File: config.mk
export PLATFORM = sky130hd
export DESIGN_NAME = tx_pingpong_queue
export DESIGN_NICKNAME = d
export VERILOG_FILES = /design/src/rtl/txq_pkg.sv /design/src/rtl/txq_stage.sv /design/src/rtl/txq_fetch.sv /design/src/rtl/txq_flags.sv /design/src/rtl/tx_pingpong_queue.sv
export SDC_FILE = /design/constraint.sdc
export NUM_CORES = 1
export LEC_CHECK = 0
export ABC_AREA = 1
export BUFFER_PORTS_ARGS = -buffer_cell sky130_fd_sc_hd__buf_2
export CORE_MARGIN = 3
export CORE_UTILIZATION = 48
export CTS_BUF_LIST = sky130_fd_sc_hd__clkbuf_8 sky130_fd_sc_hd__clkbuf_16
export CTS_CLUSTER_DIAMETER = 30
export DETAILED_ROUTE_END_ITERATION = 10
export PLACE_DENSITY = 0.68
export SLEW_MARGIN = 20
export SYNTH_ARGS = -nofsm -noshare
export SYNTH_HDL_FRONTEND = slang
export SYNTH_SLANG_ARGS = --single-unit
File: constraint.sdc
create_clock -name clk -period 1.7 [get_ports clk]
set_clock_uncertainty 0.05 [all_clocks]
set_input_delay 0.085 -clock clk [delete_from_list [all_inputs] [get_ports clk]]
set_output_delay 0.085 -clock clk [all_outputs]
set_load 0.05 [all_outputs]
File: src/rtl/txq_pkg.sv
package txq_pkg;

  typedef enum logic [1:0] {
    SEL_ADDR = 2'd0,
    SEL_LEN  = 2'd1,
    SEL_STAT = 2'd2,
    SEL_NONE = 2'd3
  } txq_sel_e;

  localparam int STAT_DONE_BIT = 0;
  localparam int STAT_OVF_BIT  = 1;

endpackage

File: src/rtl/txq_stage.sv
// Address staging register plus the single waiting-job slot.
module txq_stage
  import txq_pkg::*;
#(
  parameter int AW    = 32,
  parameter int DW    = 32,
  parameter int LEN_W = 11
) (
  input  logic             clk,
  input  logic             rst_n,
  input  logic             wr_en,
  input  logic [1:0]       wr_sel,
  input  logic [DW-1:0]    wr_data,
  input  logic             take,
  output logic             pend_valid,
  output logic [AW-1:0]    pend_addr,
  output logic [LEN_W-1:0] pend_len,
  output logic             ovf_evt
);

  logic [AW-1:0] staged_addr;
  logic          addr_wr;
  logic          len_wr;
  logic          commit;

  assign addr_wr = wr_en && (wr_sel == SEL_ADDR);
  assign len_wr  = wr_en && (wr_sel == SEL_LEN);
  assign commit  = len_wr && !pend_valid;
  assign ovf_evt = len_wr && pend_valid;

  always_ff @(posedge clk or negedge rst_n) begin
    if (!rst_n) begin
      staged_addr <= '0;
    end else if (addr_wr) begin
      staged_addr <= wr_data[AW-1:0];
    end
  end

  always_ff @(posedge clk or negedge rst_n) begin
    if (!rst_n) begin
      pend_valid <= 1'b0;
      pend_addr  <= '0;
      pend_len   <= '0;
    end else if (commit) begin
      pend_valid <= 1'b1;
      pend_addr  <= staged_addr;
      pend_len   <= wr_data[LEN_W-1:0];
    end else if (take) begin
      pend_valid <= 1'b0;
    end
  end

  // a refused commit must not disturb the waiting job
  p_full_write_ignored_r3: assert property (@(posedge clk) disable iff (!rst_n)
    (len_wr && pend_valid && !take) |=> (pend_valid && $stable(pend_addr) && $stable(pend_len)));

  // a promoted job leaves the waiting slot
  p_take_empties_r7: assert property (@(posedge clk) disable iff (!rst_n)
    (take && pend_valid && !len_wr) |=> !pend_valid);

endmodule

File: src/rtl/txq_fetch.sv
// Running job: walks the buffer one beat per accepted request.
module txq_fetch #(
  parameter int AW         = 32,
  parameter int LEN_W      = 11,
  parameter int BEAT_BYTES = 4
) (
  input  logic             clk,
  input  logic             rst_n,
  input  logic             tx_en,
  input  logic             load,
  input  logic [AW-1:0]    load_addr,
  input  logic [LEN_W-1:0] load_len,
  output logic             busy,
  output logic             req_valid,
  input  logic             req_ready,
  output logic [AW-1:0]    req_addr,
  output logic             req_last,
  output logic             fin
);

  localparam int BEAT_SHIFT = $clog2(BEAT_BYTES);
  localparam int CNT_W      = LEN_W + 1 - BEAT_SHIFT;

  logic [CNT_W-1:0] left;
  logic [LEN_W:0]   len_round;
  logic [CNT_W-1:0] load_beats;
  logic             hs;

  assign len_round  = {1'b0, load_len} + (LEN_W+1)'(BEAT_BYTES - 1);
  assign load_beats = len_round[LEN_W:BEAT_SHIFT];

  assign req_valid = busy && tx_en && (left != '0);
  assign req_last  = (left == CNT_W'(1));
  assign hs        = req_valid && req_ready;
  assign fin       = busy && tx_en && ((left == '0) || (req_last && hs));

  always_ff @(posedge clk or negedge rst_n) begin
    if (!rst_n) begin
      busy     <= 1'b0;
      req_addr <= '0;
      left     <= '0;
    end else if (load) begin
      busy     <= 1'b1;
      req_addr <= load_addr;
      left     <= load_beats;
    end else if (fin) begin
      busy     <= 1'b0;
      left     <= '0;
    end else if (hs) begin
      req_addr <= req_addr + AW'(BEAT_BYTES);
      left     <= left - CNT_W'(1);
    end
  end

  // nothing is offered while transmit is disabled
  p_req_gated_r10: assert property (@(posedge clk) disable iff (!rst_n)
    req_valid |-> tx_en);

  // a stalled request holds its address
  p_req_hold_r5: assert property (@(posedge clk) disable iff (!rst_n)
    (req_valid && !req_ready) |=> (!req_valid || $stable(req_addr)));

  // a new job only ever replaces an empty running slot
  p_load_only_idle_r7: assert property (@(posedge clk) disable iff (!rst_n)
    load |-> !busy);

  // completion frees the running slot
  p_fin_frees_r6: assert property (@(posedge clk) disable iff (!rst_n)
    fin |=> !busy);

endmodule

File: src/rtl/txq_flags.sv
// Sticky status bits and the completion pulse.
module txq_flags (
  input  logic       clk,
  input  logic       rst_n,
  input  logic       fin,
  input  logic       ovf_evt,
  input  logic       clr_wr,
  input  logic [1:0] clr_bits,
  output logic       st_done,
  output logic       st_ovf,
  output logic       irq
);

  always_ff @(posedge clk or negedge rst_n) begin
    if (!rst_n) begin
      st_done <= 1'b0;
      st_ovf  <= 1'b0;
      irq     <= 1'b0;
    end else begin
      irq <= fin;
      if (fin)
        st_done <= 1'b1;
      else if (clr_wr && clr_bits[0])
        st_done <= 1'b0;
      if (ovf_evt)
        st_ovf <= 1'b1;
      else if (clr_wr && clr_bits[1])
        st_ovf <= 1'b0;
    end
  end

  // an event in the clear cycle wins
  p_done_set_wins_r9: assert property (@(posedge clk) disable iff (!rst_n)
    fin |=> st_done);

  // refused commit always lands in the sticky bit
  p_ovf_sticky_r3: assert property (@(posedge clk) disable iff (!rst_n)
    ovf_evt |=> st_ovf);

endmodule

File: src/rtl/tx_pingpong_queue.sv
module tx_pingpong_queue
  import txq_pkg::*;
#(
  parameter int AW         = 32,
  parameter int DW         = 32,
  parameter int LEN_W      = 11,
  parameter int BEAT_BYTES = 4
) (
  input  logic          clk,
  input  logic          rst_n,
  input  logic          tx_en,
  input  logic          wr_en,
  input  logic [1:0]    wr_sel,
  input  logic [DW-1:0] wr_data,
  output logic          st_room,
  output logic          st_idle,
  output logic          st_done,
  output logic          st_ovf,
  output logic          tx_irq,
  output logic          rd_req_valid,
  input  logic          rd_req_ready,
  output logic [AW-1:0] rd_req_addr,
  output logic          rd_req_last
);

  logic             pend_valid;
  logic [AW-1:0]    pend_addr;
  logic [LEN_W-1:0] pend_len;
  logic             ovf_evt;
  logic             busy;
  logic             fin;
  logic             take;
  logic             clr_wr;

  assign take    = pend_valid && !busy;
  assign clr_wr  = wr_en && (wr_sel == SEL_STAT);
  assign st_room = !pend_valid;
  assign st_idle = !pend_valid && !busy;

  txq_stage #(.AW(AW), .DW(DW), .LEN_W(LEN_W)) u_stage (
    .clk        (clk),
    .rst_n      (rst_n),
    .wr_en      (wr_en),
    .wr_sel     (wr_sel),
    .wr_data    (wr_data),
    .take       (take),
    .pend_valid (pend_valid),
    .pend_addr  (pend_addr),
    .pend_len   (pend_len),
    .ovf_evt    (ovf_evt)
  );

  txq_fetch #(.AW(AW), .LEN_W(LEN_W), .BEAT_BYTES(BEAT_BYTES)) u_fetch (
    .clk       (clk),
    .rst_n     (rst_n),
    .tx_en     (tx_en),
    .load      (take),
    .load_addr (pend_addr),
    .load_len  (pend_len),
    .busy      (busy),
    .req_valid (rd_req_valid),
    .req_ready (rd_req_ready),
    .req_addr  (rd_req_addr),
    .req_last  (rd_req_last),
    .fin       (fin)
  );

  txq_flags u_flags (
    .clk      (clk),
    .rst_n    (rst_n),
    .fin      (fin),
    .ovf_evt  (ovf_evt),
    .clr_wr   (clr_wr),
    .clr_bits ({wr_data[STAT_OVF_BIT], wr_data[STAT_DONE_BIT]}),
    .st_done  (st_done),
    .st_ovf   (st_ovf),
    .irq      (tx_irq)
  );

  // an idle queue offers no request
  p_idle_quiet_r8: assert property (@(posedge clk) disable iff (!rst_n)
    st_idle |-> !rd_req_valid);

  // the completion pulse lasts one cycle
  p_irq_single_r6: assert property (@(posedge clk) disable iff (!rst_n)
    tx_irq |=> !tx_irq);

  // a commit that found room closes the room flag
  p_room_closes_r3: assert property (@(posedge clk) disable iff (!rst_n)
    (wr_en && wr_sel == SEL_LEN && st_room) |=> !st_room);

endmodule

# --- Yosys cells after proc, flatten, opt, wreduce, memory -nomap -nowiden ---
# Cells that the tools add are included.
word_totals:
  reg_bits: 122
  latchBits: 0
  ramBits: 0
  mem_bits_ro: 0
  input_bits: 39
  elab_cells: 58
  memories: 0
op_classes:
  addsub: 3
  multipliers: 0
  n_div: 0
  magnitude_cmp: 0
  n_eq_ne: 4
  n_shift: 0
  n_mux: 14
  bitwise: 0
  reduce_logical: 27
op_table:
  columns: ["op", "n"]
  rows:
  - ["$mux 32", 3]
  - ["$add 32x3->32 const B", 1]
  - ["$mux 10", 3]
  - ["$logic_and 1x1->1", 14]
  - ["$add 11x2->12 const B", 1]
  - ["$eq 10x1->1 const B", 1]
  - ["$logic_not 10->1", 1]
  - ["$reduce_bool 10->1", 1]
  - ["$reduce_bool 2->1", 5]
  - ["$sub 10x1->10 const B", 1]
  - ["$mux 1", 8]
  - ["$reduce_bool 3->1", 1]
  - ["$eq 2x1->1 const B", 1]
  - ["$eq 2x2->1 const B", 1]
  - ["$logic_not 1->1", 2]
  - ["$logic_not 2->1", 1]
  - ["$ne 2x2->1 const B", 1]
  - ["$reduce_and 2->1", 1]
  - ["$logic_or 1x1->1", 1]

# --- Longest topological paths before layout ---
# Gate-level depths: netlist (run 1).
depth:
  word_depth: 8
  ltp_mapped: 12

# --- Cells and area by module ---
# Synthesis (run 1) repeated with hierarchy kept, for this count alone.
hier_totals:
  cells_unflattened: 898
  area_unflattened_um2: 6602.6
modules_own_cells:
  columns: ["mod", "n_inst", "cells_per_inst", "area_each_um2"]
  rows:
  - ["txq_fetch", 1, 551, 3430.8]
  - ["txq_stage", 1, 331, 3045.4]
  - ["txq_flags", 1, 11, 105.1]
  - ["tx_pingpong_queue", 1, 5, 21.3]

# --- Worst setup path after synthesis (run 1) ---
# OpenSTA, ideal clock, no wires.
synth_timing:
  kind: "register -> output"
  start: "register u_fetch.left[9]"
  end: "output port rd_req_last"
  arrival_time_ns: 2.107
  path_slack_ns: -0.542
  path_stages_with_launch: 4
  path_buffers: 0
  cell_sequence: "dfrtp_1 nor2_2 inv_1 nor4_1"
synth_between:
  elab_chain_cells: 1
synth_rtl:
  columns: ["item", "line", "text"]
  rows:
  - ["start: declaration", "txq_fetch.sv:24", "logic [CNT_W-1:0] left;"]
  - ["start signal: assignment", "txq_fetch.sv:45", "left <= load_beats;"]
  - ["start signal: assignment", "txq_fetch.sv:51", "left <= left - CNT_W'(1);"]
  - ["$eq 10x1->1", "txq_fetch.sv:33", "assign req_last = (left == CNT_W'(1));"]
  - ["end: declaration", "tx_pingpong_queue.sv:23", "output logic rd_req_last"]
# Every way passes these cells.

# --- Worst setup path after layout (run 1) ---
layout_timing:
  start: "register u_fetch.left[0]"
  end: "output port rd_req_last"
# The elaborated chain is that of the path after synthesis.

==> out/summary.txt, run 1 <==
R2R Path End - u_fetch.req_addr[23]$_DFFE_PN0P_
Slew @ Worst Pin - 0.359 ns
CTS tree - done
Critical path startpoint category - flop
Nets - 986
Final Wtd Congestion - 0.893
Max Transition Viols Final - 0
DP HPWL - 11200 µm
Netlist cell types - 31
CTS H-Tree Depth - 4
Initial Util - 49.9%
Synthesized net count - 836
Port-buffer cells - 77
# IOs - 78
P&R area growth vs syn - 31.0%
Reg-to-reg slack, setup - 0.01 ns
Seq/Total Area, Yosys - 47.5%
Synth top area share - 47.5%
CTS buffer count - 17
Die Span Y - 122 µm
Max Cap Violations - 0
DR WL/cell - 14.3 µm
Max FO, Critical Path - 3
Layout cells sized above 1 - 26.9%
Critical Path Max Stage Delay - 0.38 ns
Slew HR - 76.0%
Syn avg cell area - 8.09 µm²
Power per standard cell area - 1690 nW/µm²
Finished Cell Area - 8420 µm²
R2r startpoint - u_fetch.left[0]$_DFFE_PN0P_
Hold Path End - u_fetch.req_addr[25]$_DFFE_PN0P_
First-pass GRT wire length - 26800 µm
Final Hold Viols - 0
Placed Area - 7290 µm²
GRT Residual Overflow - 0
ANT nets after route - 0
P_int - 8.56 mW
Via count - 5665
Post-route minimum period - 1.72 ns
Setup TNS - -0.0170 ns
DIE WIDTH - 122 µm
Switching share of power - 39.7%
Setup Viol. Count Final - 1
Worst path slowest cell - dfrtp_1
Clk sinks - 122
Number of global-route vias before repair - 5498
YS warnings - 0
CTS Buffer Depth - 2
Status - finished, violations left
WHS Path Cells - 6
FMAX - 582 MHz
Setup crit end kind - output port
Clk slew on worst S/H paths - 0.06 ns
Vias per cell - 5.02
Seq pwr share - 34.7%
Ranking of synthesized cells by area - dfrtp_1, nand2_1, mux2_2
Worst setup margin - -0.0170 ns
Failing checks - setup timing
Die area - 14800 µm²
DRC viols - 0
VDD IR max - 0.803 mV
# rows - 41
Worst-skew pair later-pin latency - 0.42 ns
Clock share of power - 26.6%
Router iterations before antenna repair - 5
Crit path kind - flop to output port
Routed wire length - 16200 µm
Combinational share of power - 38.7%
Crit-path cells - buf_4, ha_4, nand2_2, buf_4, nor4_2, buf_4
Initial antenna violation count - 0
Dpl ws - -0.0170 ns
NetSw - 5.63 mW
Leakage power - 4.26 nW
Fillcell total - 1085
Core Area - 12900 µm²
Top cell type by total area after synthesis - dfrtp_1
#FFs+latches synth - 122
Mapped Area - 6430 µm²
Launch point of the worst hold path - rd_req_ready
CP Data Arrival Time - 1.58 ns
DR iter-0 viols - 443
N_diodes - 0
Mapped Cells - 794
Critical Path Source - u_fetch.left[0]$_DFFE_PN0P_
CTS root buffer - clkbuf_16
GRT Total Usage - 23.1%
Worst EP required - 1.56 ns
Most frequent CP cell - buf_4
RSZ-0062 raised after global routing - yes
Worst hold-check path type - input port to flop
Pin count of the biggest net entering global routing - 65
R2r worst-path depth - 12
Final worst path period share - 101%
==> Yosys cell counts <==
cell	number
nor2_1	88
or2_2	1
buf_4	2
nand3_2	2
inv_1	55
nor2_4	4
nand2_8	1
nand2_1	289
o21ai_0	33
mux2_2	50
nand3b_1	9
buf_2	9
nor3_1	3
nor4_1	1
nand2_2	8
inv_6	1
o21ai_2	8
nor2_2	5
buf_6	6
nand2_4	2
xnor2_1	1
ha_1	3
nand3_1	56
xor2_1	10
a21oi_1	2
clkbuf_1	8
dfrtp_1	122
o21ai_1	1
nand4_1	7
inv_2	5
a31oi_1	2
==> worst max path at each step <==
stage / end / slack (ns) / depth (start not counted)
floorplan: rd_req_last / 0.001 / 3
global route: u_fetch.req_addr[2]$_DFFE_PN0P_ / -0.09 / 11
detailed placement: u_fetch.req_addr[24]$_DFFE_PN0P_ / -0.02 / 12
global placement: u_fetch.req_addr[24]$_DFFE_PN0P_ / 0.03 / 12
CTS: rd_req_valid / -0.04 / 7
finish: rd_req_last / -0.02 / 6
==> worst max-delay path: cells and delay by family, from the launching register on <==
| kind | cells | cell delay, ns |
|---|---|---|
| buffers and inverters | 3 | 0.50 |
| DFF | 1 | 0.38 |
| and+or+nand+nor | 2 | 0.17 |
| adders and majority gates | 1 | 0.12 |
==> power by group through the flow <==
stage	Combinational (mW)	Clock, mW	Sequential (mW)
finish	5.50	3.77	4.93
global route	6.06	3.96	5.07
CTS	5.39	3.84	4.90
detailed placement	5.14	0	4.93
global placement	5.05	0	4.90
floorplan	2.84	0	5.74
==> final cells by class <==
cell class / count / area [µm²] / area share, %
clock inverters: 11 / 154 / 1.83
well taps: 172 / 215 / 2.56
flip-flops and latches: 122 / 3060 / 36.4
repair buffers: 156 / 1200 / 14.3
clock buffers: 20 / 467 / 5.54
multi-input cells: 586 / 3080 / 36.6
inverters: 61 / 236 / 2.81
==> metrics by stage <==
step	hold WS, ns	util, %	cells	total power, mW
after floorplan	-0.261	-	794	8.58
after global placement	0.0750	56.6	1053	9.95
after detailed placement	0.0743	56.6	1053	10.1
after CTS	0.148	64.8	1123	14.1
after global routing	0.207	65.4	1128	15.1
final	0.167	65.4	1128	14.2
==> layer usage <==
layer  vias to the layer above  GRT usage [%]  share of wire [%]
met4                         0           7.14                1.6
met2                       142           38.0                 48
met5                         -              0                  0
met1                      2669           30.8                 46
met3                        23           5.11                4.0
li1                       2831              -                  -
==> cells in the final DEF (no fill, tap or decap), types with 2 or more instances in the layout <==
cell type        n
dfrtp_2          8
nand2_4          3
buf_4           34
a21oi_1          2
o21ai_2          8
buf_12           8
dfrtp_1        114
nand2_1        284
inv_2            6
nand3_1         56
clkbuf_16       18
bufinv_16        4
nand4_1          7
buf_2           74
nor3_1           3
dlygate4sd3_1   36
clkbuf_8         3
nand3b_1         9
nand3_2          2
nor2_2           6
o21ai_0         33
inv_1           57
nand2_2         12
mux2_2          50
nor2_4           6
buf_6            3
ha_4             3
xor2_1          10
nor2_1          85
clkinv_2         2
==> cells by family (layout without fill, tap and decap cells) <==
family          after synthesis  in the layout  share of synthesized area, %
simple gates                476            476                          31.5
flops                       122            122                          47.5
buf+inv                      86            248                          6.09
mux                          50             50                          8.76
compound gates               46             46                          4.09
xor+xnor                     11             11                          1.50
fa+ha+maj                     3              3                         0.584
==> registers in the layout, summed over array words and instances (netlist names) <==
name                 count
u_stage.pend_valid       1
u_stage.pend_addr       32
u_flags.st_ovf           1
u_fetch.busy             1
u_stage.staged_addr     32
u_fetch.req_addr        32
u_flags.irq              1
u_flags.st_done          1
u_stage.pend_len        11
u_fetch.left            10
==> what timing repair did <==
action,4_1_cts,5_1_grt
setup endpoints to repair,22,41
pin swaps,1,5
resized for setup,12,9
endpoints found under the hold margin,166,0
buffers inserted,3,4
hold buffers,36,0
gates cloned,0,1
No activity file was read; power rests on OpenSTA's default activity.
==> run 2, diff against run 1 <==
Settings changed: PLACE_DENSITY 0.68 to 0.66.
Clock period 1.7 ns to 1.78 ns, I/O delays scaled along.
==> out/summary.txt, run 2 (synthesis gave the netlist of run 1 again) <==
Worst hold-check path type - input port to async pin
Final worst path period share - 98.3%
Max Transition Viols Final - 0
Placed Area - 7160 µm²
CTS H-Tree Depth - 4
CTS tree - done
GRT Residual Overflow - 0
Non-Filler Instances - 1128
Final Hold Viols - 0
DR WL/cell - 14.8 µm
First-pass GRT wire length - 26700 µm
Max FO, Critical Path - 2
CTS Buffer Depth - 2
# rows - 41
Setup TNS - 0 ns
P&R area growth vs syn - 32.0%
Clk slew on worst S/H paths - 0.06 ns
Die Span Y - 122 µm
Port-buffer cells - 77
DP Cell Count - 1044
Setup crit end kind - output port
Initial antenna violation count - 0
Reg-to-reg slack, setup - 0.04 ns
Routed wire length - 16700 µm
Die area - 14800 µm²
DIE WIDTH - 122 µm
Worst EP required - 1.64 ns
Critical path startpoint category - flop
DRC viols - 0
Setup Viol. Count Final - 0
RSZ-0062 raised after global routing - yes
Largest registers - u_fetch.req_addr: 32 flops, u_stage.pend_addr: 32 flops, u_stage.staged_addr: 32 flops
Critical Path Source - u_fetch.left[0]$_DFFE_PN0P_
Crit path kind - flop to output port
Power per standard cell area - 1620 nW/µm²
Worst-skew pair later-pin latency - 0.41 ns
Vias per cell - 5.15
Layout Utilization - 65.9%
Commonest non-fill, non-tap cell in the layout - nand2_1
Most frequent cells in the layout - nand2_1, dfrtp_1, nor2_1
Number of global-route vias before repair - 5558
# IOs - 78
Finished Cell Area - 8490 µm²
Router iterations before antenna repair - 5
Max Cap Violations - 0
VDD IR max - 0.944 mV
Worst setup margin - 0.0294 ns
FMAX - 571 MHz
CP Data Arrival Time - 1.61 ns
DP HPWL - 11500 µm
Leakage power - 4.29 nW
GRT Total Usage - 23.0%
Initial Util - 49.9%
R2r startpoint - u_fetch.left[0]$_DFFE_PN0P_
Nets - 987
CTS buffer count - 17
N_diodes - 0
Dpl ws - 0.0280 ns
CTS root buffer - clkbuf_16
Pin count of the biggest net entering global routing - 58
Post-route minimum period - 1.75 ns
DR iter-0 viols - 363
Status - complete, no violations
Slew HR - 74.8%
Final Wtd Congestion - 0.921
Via count - 5810
Slew @ Worst Pin - 0.373 ns
ANT nets after route - 0
Layout cells sized above 1 - 27.8%
Clk sinks - 122
Core Area - 12900 µm²
[run 2: cell types whose count changed in the layout (fill, tap and decap cells not counted), sizes merged]
cell	delta
inv	-2
clkinv	-2
clkbuf	+2
nand2	+1
buf	-2
dlygate4sd3	+1
clkinvlp	+2
[run 2: timing repair]
| item | CTS | global route |
|---|---|---|
| resized for setup | 6 | 40 |
| hold buffers | 37 | 0 |
| pin swaps | 0 | 5 |
| endpoints found under the setup margin | 2 | 38 |
| endpoints found under the hold margin | 166 | 0 |
| buffers inserted | 1 | 13 |
| gates cloned | 0 | 3 |
[run 2: report_power, final]
part	internal (mW)	total, mW	switching, mW
clock network	2.55	3.74	1.19
logic	1.99	5.31	3.32
registers	3.76	4.71	0.951
total	8.30	13.8	5.46
[run 2: area by class of cell]
type	count	area, µm²
repair inverters	2	22.5
clock buffers	23	508
repair buffers	154	1170
inverters	61	255
multi-input cells	587	3110
clock inverters	7	139
fillers	1101	4390
well taps	172	215
flip-flops and latches	122	3060
[run 2: worst max-delay path, stage by stage, from the launching register on]
cell and delay (ns):
dfrtp_1 0.39, inv_2 0.07, ha_4 0.17, nand2_4 0.06, nor2_4 0.04, buf_6 0.12, a31oi_4 0.17, buf_6 0.18
[run 2: metal layers]
metal | up-vias | GRT usage [%] | routed length (µm)
li1 | 2829 | - | -
met3 | 27 | 4.83 | 744
met4 | 0 | 9.03 | 374
met5 | - | 0 | 0
met1 | 2783 | 30.0 | 7290
met2 | 171 | 37.8 | 8260
[run 2: path summary, 6_finish.rpt]
path                                                             to  cells past startpoint
worst min-delay path            u_stage.staged_addr[17]$_DFFE_PN0P_                      2
worst max register to register     u_fetch.req_addr[18]$_DFFE_PN0P_                     12
worst min register to register   u_stage.staged_addr[4]$_DFFE_PN0P_                      2
min in group clk                              u_flags.irq$_DFF_PN0_                      6
max in group asynchronous               u_fetch.left[3]$_DFFE_PN0P_                      3
worst max-delay path                                   rd_req_valid                      7
[run 2: per-stage QoR]
step	hold WS, ns	power (mW)
3_3_place_gp	-0.0672	9.31
3_5_place_dp	-0.0634	9.43
2_1_floorplan	-0.257	8.12
6_report	0.0483	13.8
5_1_grt	0.0675	14.6
4_1_cts	0.0456	13.3
